<file path="src/rtl/dmaq_pkg.sv">
package dmaq_pkg;
  typedef enum logic [1:0] {
    RQ_IDLE = 2'd0,
    RQ_ON   = 2'd1,
    RQ_DONE = 2'd2
  } rq_state_e;
endpackage

</file>
<file path="src/rtl/dmaq_cfg.sv">
// Configuration capture: turns the mode bits into an effective capacity
// and service level so the request logic needs no mode knowledge.
module dmaq_cfg #(
  parameter int DEPTH = 16,
  localparam int THR_W = $clog2(DEPTH),
  localparam int CW = THR_W + 1
) (
  input  logic             clk,
  input  logic             rst,
  input  logic             load,
  input  logic             fifo_on_in,
  input  logic [THR_W-1:0] thr_in,
  input  logic             burst_n_in,
  output logic             single,
  output logic [CW-1:0]    cap,
  output logic [CW-1:0]    thr_eff
);
  always_ff @(posedge clk) begin
    if (rst) begin
      single  <= 1'b1;
      cap     <= CW'(1);
      thr_eff <= CW'(1);
    end else if (load) begin
      single  <= burst_n_in;
      cap     <= fifo_on_in ? CW'(DEPTH) : CW'(1);
      thr_eff <= fifo_on_in ? ({1'b0, thr_in} + CW'(1)) : CW'(1);
    end
  end
endmodule

</file>
<file path="src/rtl/dmaq_fifo.sv">
// Byte FIFO with a runtime capacity limit (1 or DEPTH). Storage has no
// reset so it maps onto distributed RAM; the read side is show-ahead.
module dmaq_fifo #(
  parameter int DEPTH = 16,
  parameter int DW = 8,
  localparam int AW = $clog2(DEPTH),
  localparam int CW = AW + 1
) (
  input  logic          clk,
  input  logic          rst,
  input  logic          flush,
  input  logic [CW-1:0] cap,
  input  logic          push,
  input  logic          pop,
  input  logic [DW-1:0] wdata,
  output logic [DW-1:0] rdata,
  output logic [CW-1:0] count,
  output logic [CW-1:0] cnt_nxt,
  output logic          full,
  output logic          empty
);
  logic [DW-1:0] mem [DEPTH];
  logic [AW-1:0] wr_ptr, rd_ptr;
  logic          push_ok, pop_ok;

  assign full    = (count == cap);
  assign empty   = (count == '0);
  assign push_ok = push && !full;
  assign pop_ok  = pop && !empty;
  assign cnt_nxt = count + CW'(push_ok) - CW'(pop_ok);
  assign rdata   = mem[rd_ptr];

  always_ff @(posedge clk) begin
    if (push_ok) mem[wr_ptr] <= wdata;
  end

  always_ff @(posedge clk) begin
    if (rst || flush) begin
      wr_ptr <= '0;
      rd_ptr <= '0;
      count  <= '0;
    end else begin
      if (push_ok) wr_ptr <= wr_ptr + AW'(1);
      if (pop_ok)  rd_ptr <= rd_ptr + AW'(1);
      count <= cnt_nxt;
    end
  end
endmodule

</file>
<file path="src/rtl/dmaq_req_ctl.sv">
// Request state machine. Level tests use the post-edge fill count so the
// registered request moves in the same edge as the count.
module dmaq_req_ctl
  import dmaq_pkg::*;
#(
  parameter int CW = 5
) (
  input  logic          clk,
  input  logic          rst,
  input  logic          flush,
  input  logic          single,
  input  logic          rd_mode,
  input  logic          host_acc,
  input  logic          tc,
  input  logic [CW-1:0] cnt_nxt,
  input  logic [CW-1:0] cap,
  input  logic [CW-1:0] thr_eff,
  output logic          drq
);
  rq_state_e state, state_nxt;
  logic      lvl_ok, at_end, tc_hit;

  always_comb begin
    if (rd_mode) begin
      lvl_ok = (cnt_nxt >= thr_eff);
      at_end = (cnt_nxt == '0);
    end else begin
      lvl_ok = ((cap - cnt_nxt) >= thr_eff);
      at_end = (cnt_nxt == cap);
    end
  end

  assign tc_hit = host_acc && tc;

  always_comb begin
    state_nxt = state;
    unique case (state)
      RQ_IDLE: begin
        if (tc_hit) state_nxt = RQ_DONE;
        else if (lvl_ok && !host_acc) state_nxt = RQ_ON;
      end
      RQ_ON: begin
        if (tc_hit) state_nxt = RQ_DONE;
        else if (host_acc && (single || at_end)) state_nxt = RQ_IDLE;
      end
      RQ_DONE: state_nxt = RQ_DONE;
      default: state_nxt = RQ_IDLE;
    endcase
    if (flush) state_nxt = RQ_IDLE;
  end

  always_ff @(posedge clk) begin
    if (rst) begin
      state <= RQ_IDLE;
      drq   <= 1'b0;
    end else begin
      state <= state_nxt;
      drq   <= (state_nxt == RQ_ON);
    end
  end
endmodule

</file>
<file path="src/rtl/dmaq_req_gen.sv">
module dmaq_req_gen #(
  parameter int DEPTH = 16,
  parameter int DW = 8,
  localparam int THR_W = $clog2(DEPTH),
  localparam int CW = THR_W + 1
) (
  input  logic             clk,
  input  logic             rst,
  input  logic             cfg_load,
  input  logic             cfg_fifo_on,
  input  logic [THR_W-1:0] cfg_thr,
  input  logic             cfg_burst_n,
  input  logic             dir_rd,
  input  logic             dack_n,
  input  logic             tc,
  input  logic [DW-1:0]    host_wdata,
  output logic [DW-1:0]    host_rdata,
  input  logic             disk_push,
  input  logic [DW-1:0]    disk_wdata,
  input  logic             disk_pop,
  output logic [DW-1:0]    disk_rdata,
  output logic             drq,
  output logic             overrun
);
  logic          single_w;
  logic [CW-1:0] cap_w, thr_w, fill, fill_nxt;
  logic          full_w, empty_w, host_acc, f_push, f_pop;
  logic [DW-1:0] f_wdata, head;

  assign host_acc = !dack_n;
  assign f_push   = dir_rd ? disk_push : host_acc;
  assign f_pop    = dir_rd ? host_acc : disk_pop;
  assign f_wdata  = dir_rd ? disk_wdata : host_wdata;
  assign host_rdata = head;
  assign disk_rdata = head;

  dmaq_cfg #(.DEPTH(DEPTH)) u_cfg (
    .clk(clk), .rst(rst), .load(cfg_load),
    .fifo_on_in(cfg_fifo_on), .thr_in(cfg_thr), .burst_n_in(cfg_burst_n),
    .single(single_w), .cap(cap_w), .thr_eff(thr_w)
  );

  dmaq_fifo #(.DEPTH(DEPTH), .DW(DW)) u_fifo (
    .clk(clk), .rst(rst), .flush(cfg_load), .cap(cap_w),
    .push(f_push), .pop(f_pop), .wdata(f_wdata), .rdata(head),
    .count(fill), .cnt_nxt(fill_nxt), .full(full_w), .empty(empty_w)
  );

  dmaq_req_ctl #(.CW(CW)) u_ctl (
    .clk(clk), .rst(rst), .flush(cfg_load), .single(single_w),
    .rd_mode(dir_rd), .host_acc(host_acc), .tc(tc),
    .cnt_nxt(fill_nxt), .cap(cap_w), .thr_eff(thr_w), .drq(drq)
  );

  always_ff @(posedge clk) begin
    if (rst) overrun <= 1'b0;
    else if ((dir_rd && disk_push && full_w) || (!dir_rd && disk_pop && empty_w))
      overrun <= 1'b1;
  end
endmodule

</file>
<file path="config.mk">
export PLATFORM = sky130hd
export DESIGN_NAME = dmaq_req_gen
export DESIGN_NICKNAME = d
export VERILOG_FILES = /design/src/rtl/dmaq_pkg.sv /design/src/rtl/dmaq_cfg.sv /design/src/rtl/dmaq_fifo.sv /design/src/rtl/dmaq_req_ctl.sv /design/src/rtl/dmaq_req_gen.sv
export SDC_FILE = /design/constraint.sdc
export NUM_CORES = 1
export LEC_CHECK = 0
export ABC_AREA = 1
export CORE_MARGIN = 3
export CORE_UTILIZATION = 49
export DETAILED_ROUTE_END_ITERATION = 12
export GPL_TIMING_DRIVEN = 0
export PLACE_DENSITY = 0.78
export SYNTH_ARGS = -nofsm -noshare
export SYNTH_HDL_FRONTEND = slang
export SYNTH_SLANG_ARGS = --single-unit
</file>
<file path="constraint.sdc">
create_clock -name clk -period 3.5 [get_ports clk]
set_input_delay 0.7 -clock clk [delete_from_list [all_inputs] [get_ports clk]]
set_output_delay 0.7 -clock clk [all_outputs]
set_load 0.05 [all_outputs]
</file>
# Word level (Yosys, flattened, before mapping)
# Memory sizes are Yosys's and may differ from the RTL's. A register that Yosys moved wholly into a read port is not among the register bits.
# Index checks and enable logic that the tools add are counted.
# op_classes
addsub,6
magnitude_cmp,2
n_eq_ne,5
muxes,17
n_reduce_logical,19
# op_table
cell,count
$eq 5x5->1,2
$ge 5x5->1,2
$logic_not 5->1,2
$mux 2,5
$mux 5,2
$logic_and 1x1->1,9
$add 4x1->4 const B,2
$mux 4,2
$mux 8,1
$mux 1,6
$pmux 2 s3,1
$add 4x1->5 const B,1
$add 5x1->5,1
$sub 5x1->5,1
$sub 5x5->5,1
$eq 2x1->1 const B,2
$logic_not 1->1,4
$logic_or 1x1->1,3
$eq 2x2->1 const B,1
$logic_not 2->1,1
# totals
register_bits,28
mem_bits_rw,128
inputBits,30
output_inout_bits,18
elab_cells,59
mem_count,1
# mem_list
memory,words,width,read_ports,rd_clocked_by_memory_dff,write_ports,line,text
u_fifo.mem,16,8,1,1,1,dmaq_fifo.sv:22,logic [DW-1:0] mem [DEPTH];

# Logic depth before layout (Yosys ltp)
# Gate-level depths: netlist of the first run.
# logic_depth
depth_word,14
mapped_depth,23
depth_no_buf,23

# Cells and area by module
# Synthesis of the first run repeated with hierarchy kept, for this count alone.
# hier_totals
hier_cells,739
hier_area_um2,7513.5
# by_module_without_submodules
mod,n_inst,cells_per_inst,area_each_um2,seq_area_each_um2
dmaq_fifo,1,553,6323.6,4184.0
dmaq_req_ctl,1,93,593.1,60.1
dmaq_cfg,1,45,349.1,160.2
dmaq_req_gen,1,48,247.7,20.0

# Least setup slack after synthesis of the first run
# No wires, ideal clock.
# synth_timing
kind,input -> register
startpoint,in dir_rd
endpoint,reg u_ctl.drq
setup_time_ns,0.117
arrival_time_ns,3.427
required_ns,3.383
slack_ns,-0.044
stages,19
path_cell_list,inv_2 buf_2 o21ai_1 nand2_1 inv_2 ha_1 inv_1 ha_1 fa_1 inv_1 ha_1 nand3_1 xor2_1 ha_1 a21oi_1 o21a_1 nand4_1 nand3_1 a21oi_1
# synth_via
word_cells_on_any_way,23
classes_between,add/sub: 3; order compare: 2; eq/ne: 2; mux: 10; reduce/logical: 6
# synth_rtl
element,line,text
from (decl),dmaq_req_gen.sv:13,"input logic dir_rd,"
$mux 1 *,dmaq_req_gen.sv:32,assign f_pop = dir_rd ? host_acc : disk_pop;
$logic_and 1x1->1 *,dmaq_fifo.sv:29,assign pop_ok = pop && !empty;
via u_fifo.pop_ok,dmaq_fifo.sv:24,"logic push_ok, pop_ok;"
$sub 5x1->5 *,dmaq_fifo.sv:30,assign cnt_nxt = count + CW'(push_ok) - CW'(pop_ok);
via fill_nxt[1],dmaq_req_gen.sv:26,"logic [CW-1:0] cap_w, thr_w, fill, fill_nxt;"
$sub 5x5->5 (tied with other cells),dmaq_req_ctl.sv:28,lvl_ok = ((cap - cnt_nxt) >= thr_eff);
$ge 5x5->1 / $mux 1 (equally long branches),"dmaq_req_ctl.sv:28, dmaq_req_ctl.sv:24",
$mux 1 / $logic_or 1x1->1 (equally long branches),"dmaq_req_ctl.sv:24, dmaq_req_ctl.sv:44",
"$logic_and 1x1->1, on equally long branches","dmaq_req_ctl.sv:40, dmaq_req_ctl.sv:44",
"$mux 2, on equally long branches","dmaq_req_ctl.sv:40, dmaq_req_ctl.sv:44",
"$mux 2, on equally long branches","dmaq_req_ctl.sv:39, dmaq_req_ctl.sv:43",
$pmux 2 s3 *,dmaq_req_ctl.sv:37,unique case (state)
$mux 2 *,dmaq_req_ctl.sv:49,if (flush) state_nxt = RQ_IDLE;
$eq 2x1->1 *,dmaq_req_ctl.sv:58,drq <= (state_nxt == RQ_ON);
to (signal assigned),dmaq_req_ctl.sv:58,
to (decl),dmaq_req_ctl.sv:18,output logic drq
# The timed path passes the listed nets; every way through them passes the cells marked *.
# A chain may end at the register's enable or synchronous reset.

# Final worst setup path of the first run
# layout_timing
startpoint,reg u_fifo.count[2]
endpoint,reg u_ctl.drq
# layout_via
word_cells_on_any_way,25
classes_between,add/sub: 3; order compare: 2; eq/ne: 3; mux: 8; reduce/logical: 9
# layout_rtl
element,line,text
from (decl),dmaq_fifo.sv:17,"output logic [CW-1:0] count,"
from (signal assigned),dmaq_fifo.sv:45,count <= cnt_nxt;
$logic_not 5->1 *,dmaq_fifo.sv:27,assign empty = (count == '0);
$logic_not 1->1 *,dmaq_fifo.sv:29,
$logic_and 1x1->1 *,dmaq_fifo.sv:29,
via u_fifo.pop_ok,dmaq_fifo.sv:24,
$sub 5x1->5 *,dmaq_fifo.sv:30,
via fill_nxt[1],dmaq_req_gen.sv:26,
$sub 5x5->5 (tied with other cells),dmaq_req_ctl.sv:28,
$ge 5x5->1 / $mux 1 (equally long branches),"dmaq_req_ctl.sv:28, dmaq_req_ctl.sv:24",
$mux 1 / $logic_or 1x1->1 (equally long branches),"dmaq_req_ctl.sv:24, dmaq_req_ctl.sv:44",
"$logic_and 1x1->1, on equally long branches","dmaq_req_ctl.sv:40, dmaq_req_ctl.sv:44",
"$mux 2, on equally long branches","dmaq_req_ctl.sv:40, dmaq_req_ctl.sv:44",
"$mux 2, on equally long branches","dmaq_req_ctl.sv:39, dmaq_req_ctl.sv:43",
$pmux 2 s3 *,dmaq_req_ctl.sv:37,
$mux 2 *,dmaq_req_ctl.sv:49,
$eq 2x1->1 *,dmaq_req_ctl.sv:58,
# Marks and branches as above.

==> results of run 1 <==
[layout by cell type (no fill, tap or decap), types with 4 or more instances in the layout]
cell	synthesis	routed
edfxtp_1	128	128
nand2_1	85	82
inv_1	78	75
a21oi_1	52	49
o21ai_0	43	43
nor2_1	32	32
mux2i_1	32	32
o211ai_1	32	32
clkdlybuf4s50_1	0	31
dfxtp_1	29	28
ha_1	24	21
nand3_1	21	20
clkbuf_16	0	17
buf_4	8	16
nand2_2	8	11
clkbuf_1	11	11
dlymetal6s2s_1	0	10
nand4_1	8	8
inv_2	3	5
buf_6	4	5
dlygate4sd2_1	0	5
nand3_2	3	4
nor2_2	4	4
buf_2	5	4
clkinv_1	1	4
inv_6	0	4
[stage by stage]
stage                     cell area, um2  util (%)  power, mW  hold WS (ns)
final                               8550      60.6       6.71         0.469
after global routing                8550      60.6       7.10         0.523
after CTS                           8450      60.0       6.53         0.469
after detailed placement            7860      55.8       4.74         0.459
after global placement              7860      55.8       4.61         0.455
after floorplan                     7160         -       4.11         0.436
[cells by family after synthesis]
| group | after synthesis | synth area share [%] |
|---|---|---|
| XOR/XNOR | 4 | 0.490 |
| multiplexers | 32 | 4.48 |
| buffers and inverters | 114 | 7.28 |
| AO/OA/AOI/OAI | 140 | 11.3 |
| AND/OR/NAND/NOR | 164 | 10.2 |
| adder cells (fa/ha/maj) | 25 | 4.48 |
| flip-flops | 157 | 61.8 |
[area by class of cell]
type                            instances  area, um2
Timing Repair Buffer                   55        544
Tap cell                              180        225
Multi-Input combinational cell        365       2270
Sequential cell                       157       4430
Inverter                               82        310
Buffer                                 32        221
Fill cell                            1072       5550
Clock buffer                           19        433
Clock inverter                         13        115
[flip-flops by register name (all words and copies together) (netlist names), named ones only]
| signal | count |
|---|---|
| u_cfg.cap | 2 |
| u_fifo.mem | 128 |
| u_cfg.thr_eff | 5 |
| u_fifo.wr_ptr | 4 |
| u_ctl.drq | 1 |
| u_ctl.state | 2 |
| overrun | 1 |
| u_fifo.count | 5 |
| u_cfg.single | 1 |
| u_fifo.rd_ptr | 4 |
[per-layer routing]
layer,vias to the layer above,GRT usage (%),share of wire (%)
li1,2381,-,-
met1,2487,27.6,39
met2,281,35.1,49
met3,43,4.84,9.7
met4,0,9.59,2.8
met5,-,0,0
[power by group]
| group | internal [mW] | leakage [nW] | switching [mW] | total, mW |
|---|---|---|---|---|
| clock | 0.979 | 0.265 | 0.728 | 1.71 |
| combinational | 1.13 | 1.57 | 1.72 | 2.85 |
| sequential | 2.11 | 1.40 | 0.0415 | 2.15 |
[worst min-delay path: stages (launching register included)]
cell	delay (ns)
dfxtp_1	0.29
inv_1	0.06
o21ai_0	0.07
[timing repair]
action / in CTS / in global routing
setup endpoints to repair: 6 / 11
gates resized for setup: 16 / 23
setup buffers: 3 / 5
pin swaps: 6 / 6
[worst min path at each step]
stage	startpoint	end	slack [ns]	cells after the start
final	u_cfg.single	u_cfg.single	0.47	2
after global routing	u_cfg.single	u_cfg.single	0.52	2
after CTS	u_cfg.single	u_cfg.single	0.47	2
after detailed placement	u_cfg.single	u_cfg.single	0.46	2
after global placement	u_cfg.single	u_cfg.single	0.46	2
after floorplan	u_cfg.single	u_cfg.single	0.44	2
==> results.sh, run 1 <==
export IMPL_dr_pass1_iters=6
export IMPL_reg2reg_depth=20
export IMPL_tightest_slew_ns=1.07
export IMPL_slew_headroom_pct=28.3
export IMPL_via_per_inst=5.75
export IMPL_grt_pass1_wl_um=26400
export IMPL_period_share_pct=97.8
export IMPL_start_kind="flip-flop"
export IMPL_place_ws_ns=-0.894
export IMPL_leakagePower_nw=3.24
export IMPL_rows=43
export IMPL_synthToLayoutAreaGrowth_pct=19.5
export IMPL_synth_edf_count=128
export IMPL_n_antenna_cell=0
export IMPL_r2r_start="u_fifo.count[2]"
export IMPL_antenna_found_initial=0
export IMPL_ys_top_cells_by_area="edfxtp_1 54%, dfxtp_1 8.1%, mux2i_1 4.5%"
export IMPL_routedWlPerCell_um=18.9
export IMPL_clock_latency_ns=0.43
export IMPL_async_reset_ff_share_pct=0
export IMPL_fin_nets=765
export IMPL_fin_crit_ns=3.42
export IMPL_cellPowerDensity_mw_per_mm2=785
export IMPL_cts_inserted_buffers=17
export IMPL_critPathRequiredTime_ns=3.85
export IMPL_fin_skew_ns=0.00690
export IMPL_ir_worst_vdd_mv=0.715
export IMPL_fin_setup_tns_ns=0
export IMPL_grt_overflow=0
export IMPL_synth_most_common_cell="edfxtp_1"
export IMPL_num_vias=5192
export IMPL_synth_distinct_cells=36
export IMPL_dieArea_mm2=0.0161
export IMPL_core_mm2=0.0141
export IMPL_crit_end="u_ctl.drq"
export IMPL_place_gp_congestion=0.848
export IMPL_htreeDepth=4
export IMPL_first_global_vias=5174
export IMPL_hp_class="reg -> reg"
export IMPL_synth_commonest_cells="128 x edfxtp_1, 85 x nand2_1, 78 x inv_1"
export IMPL_clk_pin_slew_worst_paths_ns=0.06
export IMPL_cts_hold_buf=0
export IMPL_path_cells="inv_2, ha_4, nand4_1, nand2_2, inv_2, ha_1, inv_1, ha_2, fa_2, inv_2, ha_4, nand3_1, xor2_1, ha_1, nand2_2, inv_1, nand4_1, nand4_1, nand3_2, a21oi_2"
export IMPL_postRouteAntennaNets=0
export IMPL_cts_tree="yes"
export IMPL_synth_cells=636
export IMPL_synth_main_ff_cell="edfxtp_1"
export IMPL_yosysTopAreaCell="edfxtp_1"
export IMPL_drive_gt1_share_pct=13.1
export IMPL_ys_seq_area_share_pct=61.8
export IMPL_drt_initial_drc_count=563
export IMPL_start_util_pct=50.8
export IMPL_slowest_delay_ns=0.50
export IMPL_worst_setup_path_end_kind="flip-flop"
export IMPL_critical_path_cell_count=20
export IMPL_hold_viol_final=0
export IMPL_path_class="reg -> reg"
export IMPL_grt_max_degree=17
export IMPL_cts_sinks=157
export IMPL_status="completed"
export IMPL_stdcell_count=903
export IMPL_totalWireLength_um=17000
export IMPL_crit_arrival_ns=3.78
export IMPL_root_buffer="clkbuf_16"
export IMPL_synthesis_nets=691
export IMPL_place_port_buffers=47
export IMPL_fp_dieW_um=127
export IMPL_timing_fmax_mhz=292
export IMPL_crit_buf_inv=5
export IMPL_drc=0
export IMPL_final_max_slew_viol_count=0
export IMPL_cp_slowest_cell="fa_2"
export IMPL_hpwlAfterDp_um=11600
export IMPL_maxCapViolations=0
export IMPL_track_usage_pct=21.5
export IMPL_cp_max_fo=3
export IMPL_pin_count=48
export IMPL_die_h_um=127
export IMPL_syn_area_per_cell_um2=11.2
export IMPL_clockBufferDepth=2
export IMPL_setup_viol_count_final=0
export IMPL_crit_family="adder cells"
export IMPL_ys_warn_count=0
export IMPL_dp_cells=863
export IMPL_layout_setup_ws_ns=0.0766
export IMPL_synth_seq_cells=157
export IMPL_synth_top_area_share_pct=53.7
export IMPL_r2r_end="u_ctl.drq"
export IMPL_regToRegSetupSlack_ns=0.08
export IMPL_crit_start="u_fifo.count[2]"
export IMPL_syn_area_mm2=0.00715
No activity file was read; power rests on OpenSTA's default activity.
==> run 2: changes to the inputs <==
--- a/config.mk
+++ b/config.mk
@@ -6,11 +6,13 @@
 export NUM_CORES = 1
 export LEC_CHECK = 0
 export ABC_AREA = 1
-export CORE_MARGIN = 3
-export CORE_UTILIZATION = 49
+export CELL_PAD_IN_SITES_DETAIL_PLACEMENT = 0
+export CELL_PAD_IN_SITES_GLOBAL_PLACEMENT = 2
+export CORE_MARGIN = 2
+export CORE_UTILIZATION = 36
 export DETAILED_ROUTE_END_ITERATION = 12
 export GPL_TIMING_DRIVEN = 0
-export PLACE_DENSITY = 0.78
+export PLACE_DENSITY = 0.83
 export SYNTH_ARGS = -nofsm -noshare
 export SYNTH_HDL_FRONTEND = slang
 export SYNTH_SLANG_ARGS = --single-unit
==> run 2 against run 1 <==
Net effect:
- non-clock buffer count is 8 higher
- worst hold slack better by 0.017 ns
- critical endpoint is now u_ctl.state[0]
- final cell count is 10% higher
- maximum frequency is 2.2% higher
- sequential share of layout area is 1.8 points lower
==> results.sh, run 2 (same netlist as run 1, synthesis figures left out) <==
export IMPL_reg2reg_depth=22
export IMPL_dr_pass1_iters=5
export IMPL_cellPowerDensity_mw_per_mm2=813
export IMPL_fill_cells=1763
export IMPL_grt_max_degree=18
export IMPL_totalWireLength_um=17400
export IMPL_final_max_slew_viol_count=0
export IMPL_layout_common_cells="128 x edfxtp_1, 81 x nand2_1, 74 x inv_1"
export IMPL_clockBufferDepth=2
export IMPL_core_mm2=0.0195
export IMPL_track_usage_pct=16.9
export IMPL_regToRegSetupSlack_ns=0.15
export IMPL_slowest_delay_ns=0.38
export IMPL_cts_inserted_buffers=17
export IMPL_slew_headroom_pct=42.8
export IMPL_place_gp_congestion=0.902
export IMPL_synthToLayoutAreaGrowth_pct=23.9
export IMPL_htreeDepth=4
export IMPL_setup_viol_count_final=0
export IMPL_first_global_vias=4809
export IMPL_start_kind="flip-flop"
export IMPL_cts_tree="yes"
export IMPL_r2r_start="u_fifo.count[3]"
export IMPL_cts_hold_buf=0
export IMPL_tightest_slew_ns=0.855
export IMPL_drc=0
export IMPL_hp_class="reg -> reg"
export IMPL_fin_nets=773
export IMPL_start_util_pct=36.8
export IMPL_period_share_pct=95.7
export IMPL_dieArea_mm2=0.0210
export IMPL_final_common_cell="edfxtp_1"
export IMPL_drt_initial_drc_count=474
export IMPL_largest_registers="u_fifo.mem x128, u_cfg.thr_eff x5, u_fifo.count x5"
export IMPL_clk_pin_slew_worst_paths_ns=0.07
export IMPL_timing_fmax_mhz=299
export IMPL_place_port_buffers=47
export IMPL_fin_setup_tns_ns=0
export IMPL_cp_slowest_cell="fa_2"
export IMPL_hpwlAfterDp_um=12300
export IMPL_clock_latency_ns=0.43
export IMPL_hold_viol_final=0
export IMPL_drive_gt1_share_pct=15.3
export IMPL_path_cells="inv_4, ha_4, nand4_1, nand2_2, inv_2, ha_4, inv_2, ha_4, fa_2, nand2_2, nand2_4, nand2_4, nand2_4, nand3_4, nand2_4, xor2_2, ha_1, a21oi_2, o21a_1, nand4_1, nand3_2, a21oi_1"
export IMPL_root_buffer="clkbuf_16"
export IMPL_fin_skew_ns=0.00729
export IMPL_status="completed"
export IMPL_hold_path_end="overrun"
export IMPL_crit_top_cell="nand2_4"
export IMPL_fin_crit_ns=3.35
export IMPL_rows=51
export IMPL_postRouteAntennaNets=0
export IMPL_crit_arrival_ns=3.67
export IMPL_r2r_end="u_ctl.state[0]"
export IMPL_ir_worst_vdd_mv=0.973
export IMPL_min_path_cells=1
export IMPL_antenna_found_initial=0
export IMPL_totalPowerFinal_mw=7.21
export IMPL_path_class="reg -> reg"
export IMPL_grt_pass1_wl_um=26700
export IMPL_cp_max_fo=4
export IMPL_fp_dieW_um=145
export IMPL_leakagePower_nw=3.33
export IMPL_num_vias=4967
export IMPL_routedWlPerCell_um=17.4
export IMPL_cts_sinks=157
export IMPL_n_antenna_cell=0
export IMPL_min_from="overrun"
export IMPL_worst_setup_path_end_kind="flip-flop"
export IMPL_largest_register_ffs=128
export IMPL_pin_count=48
export IMPL_maxCapViolations=0
export IMPL_grt_overflow=0
export IMPL_via_per_inst=4.99
export IMPL_die_h_um=145
export IMPL_regMostFlops="u_fifo.mem"
export IMPL_critPathRequiredTime_ns=3.82
## run 2: cell count changes in the layout (fill, tap and decap cells not counted), moves of 2 or more
cell,previous run,this run
buf_4,16,24
clkinv_1,4,1
dlygate4sd2_1,5,7
nand2_2,11,9
clkinv_4,3,0
clkinv_8,0,2
nand2_4,1,4
ha_4,2,4
inv_8,0,4
clkdlybuf4s50_1,31,28
clkbuf_2,3,1
## run 2: final cells by class
type                    count  area [um2]  area share [%]
well taps                 265         332            3.74
repair buffers             63         604            6.82
plain buffers              32         223            2.51
multi-input cells         365        2350            26.5
clock inverters            15         196            2.22
inverters                  82         310            3.50
flip-flops and latches    157        4430            50.0
clock buffers              17         425            4.80
## run 2: metrics by stage
| stage | worst slack [ns] | util (%) | instances | instance area (um2) | hold WS, ns |
|---|---|---|---|---|---|
| after global placement | -0.961 | 40.9 | 948 | 7970 | 0.460 |
| after CTS | 0.0101 | 44.5 | 986 | 8660 | 0.484 |
| after floorplan | 0.0145 | - | 636 | 7160 | 0.436 |
| final | 0.150 | 45.6 | 996 | 8870 | 0.486 |
| after detailed placement | -0.952 | 40.9 | 948 | 7970 | 0.466 |
| after global routing | -0.0164 | 45.6 | 996 | 8870 | 0.518 |
## run 2: critical path, delay by kind of cell, from the launching register on
kind	cells	cell delay, ns
xor+xnor	1	0.17
simple gates	10	0.94
compound gates	3	0.34
buf+inv	3	0.18
fa+ha+maj	5	1.26
flops	1	0.36
## run 2: routing by layer
layer	up-vias	share of wire, %	track usage (%)	wire [um]
met5	-	0	0	0
met4	0	1.9	5.89	337
met3	24	7.6	2.74	1310
met2	204	45	26.6	7860
met1	2351	45	23.9	7840
li1	2388	-	-	-
## run 2: what timing repair did
action                     CTS  global route
setup endpoints to repair    8            12
resized for setup           17            38
pin swaps                    6            17
buffers inserted             6            10
## run 2: power breakdown
part | switching (mW) | internal, mW | leakage [nW]
Sequential | 0.0376 | 2.11 | 1.40
Combinational | 1.83 | 1.32 | 1.63
Clock | 0.811 | 1.09 | 0.299
Total | 2.68 | 4.52 | 3.33
## run 2: worst max-delay path by stage
stage                         start              to  slack (ns)  depth (start not counted)
floorplan                    dir_rd       u_ctl.drq        0.01                         19
global placement             dir_rd       u_ctl.drq       -0.96                         20
detailed placement           dir_rd       u_ctl.drq       -0.95                         20
CTS                       flip-flop   host_rdata[5]        0.01                         10
global route        u_fifo.count[3]  u_ctl.state[0]       -0.02                         22
finish              u_fifo.count[3]  u_ctl.state[0]        0.15                         22
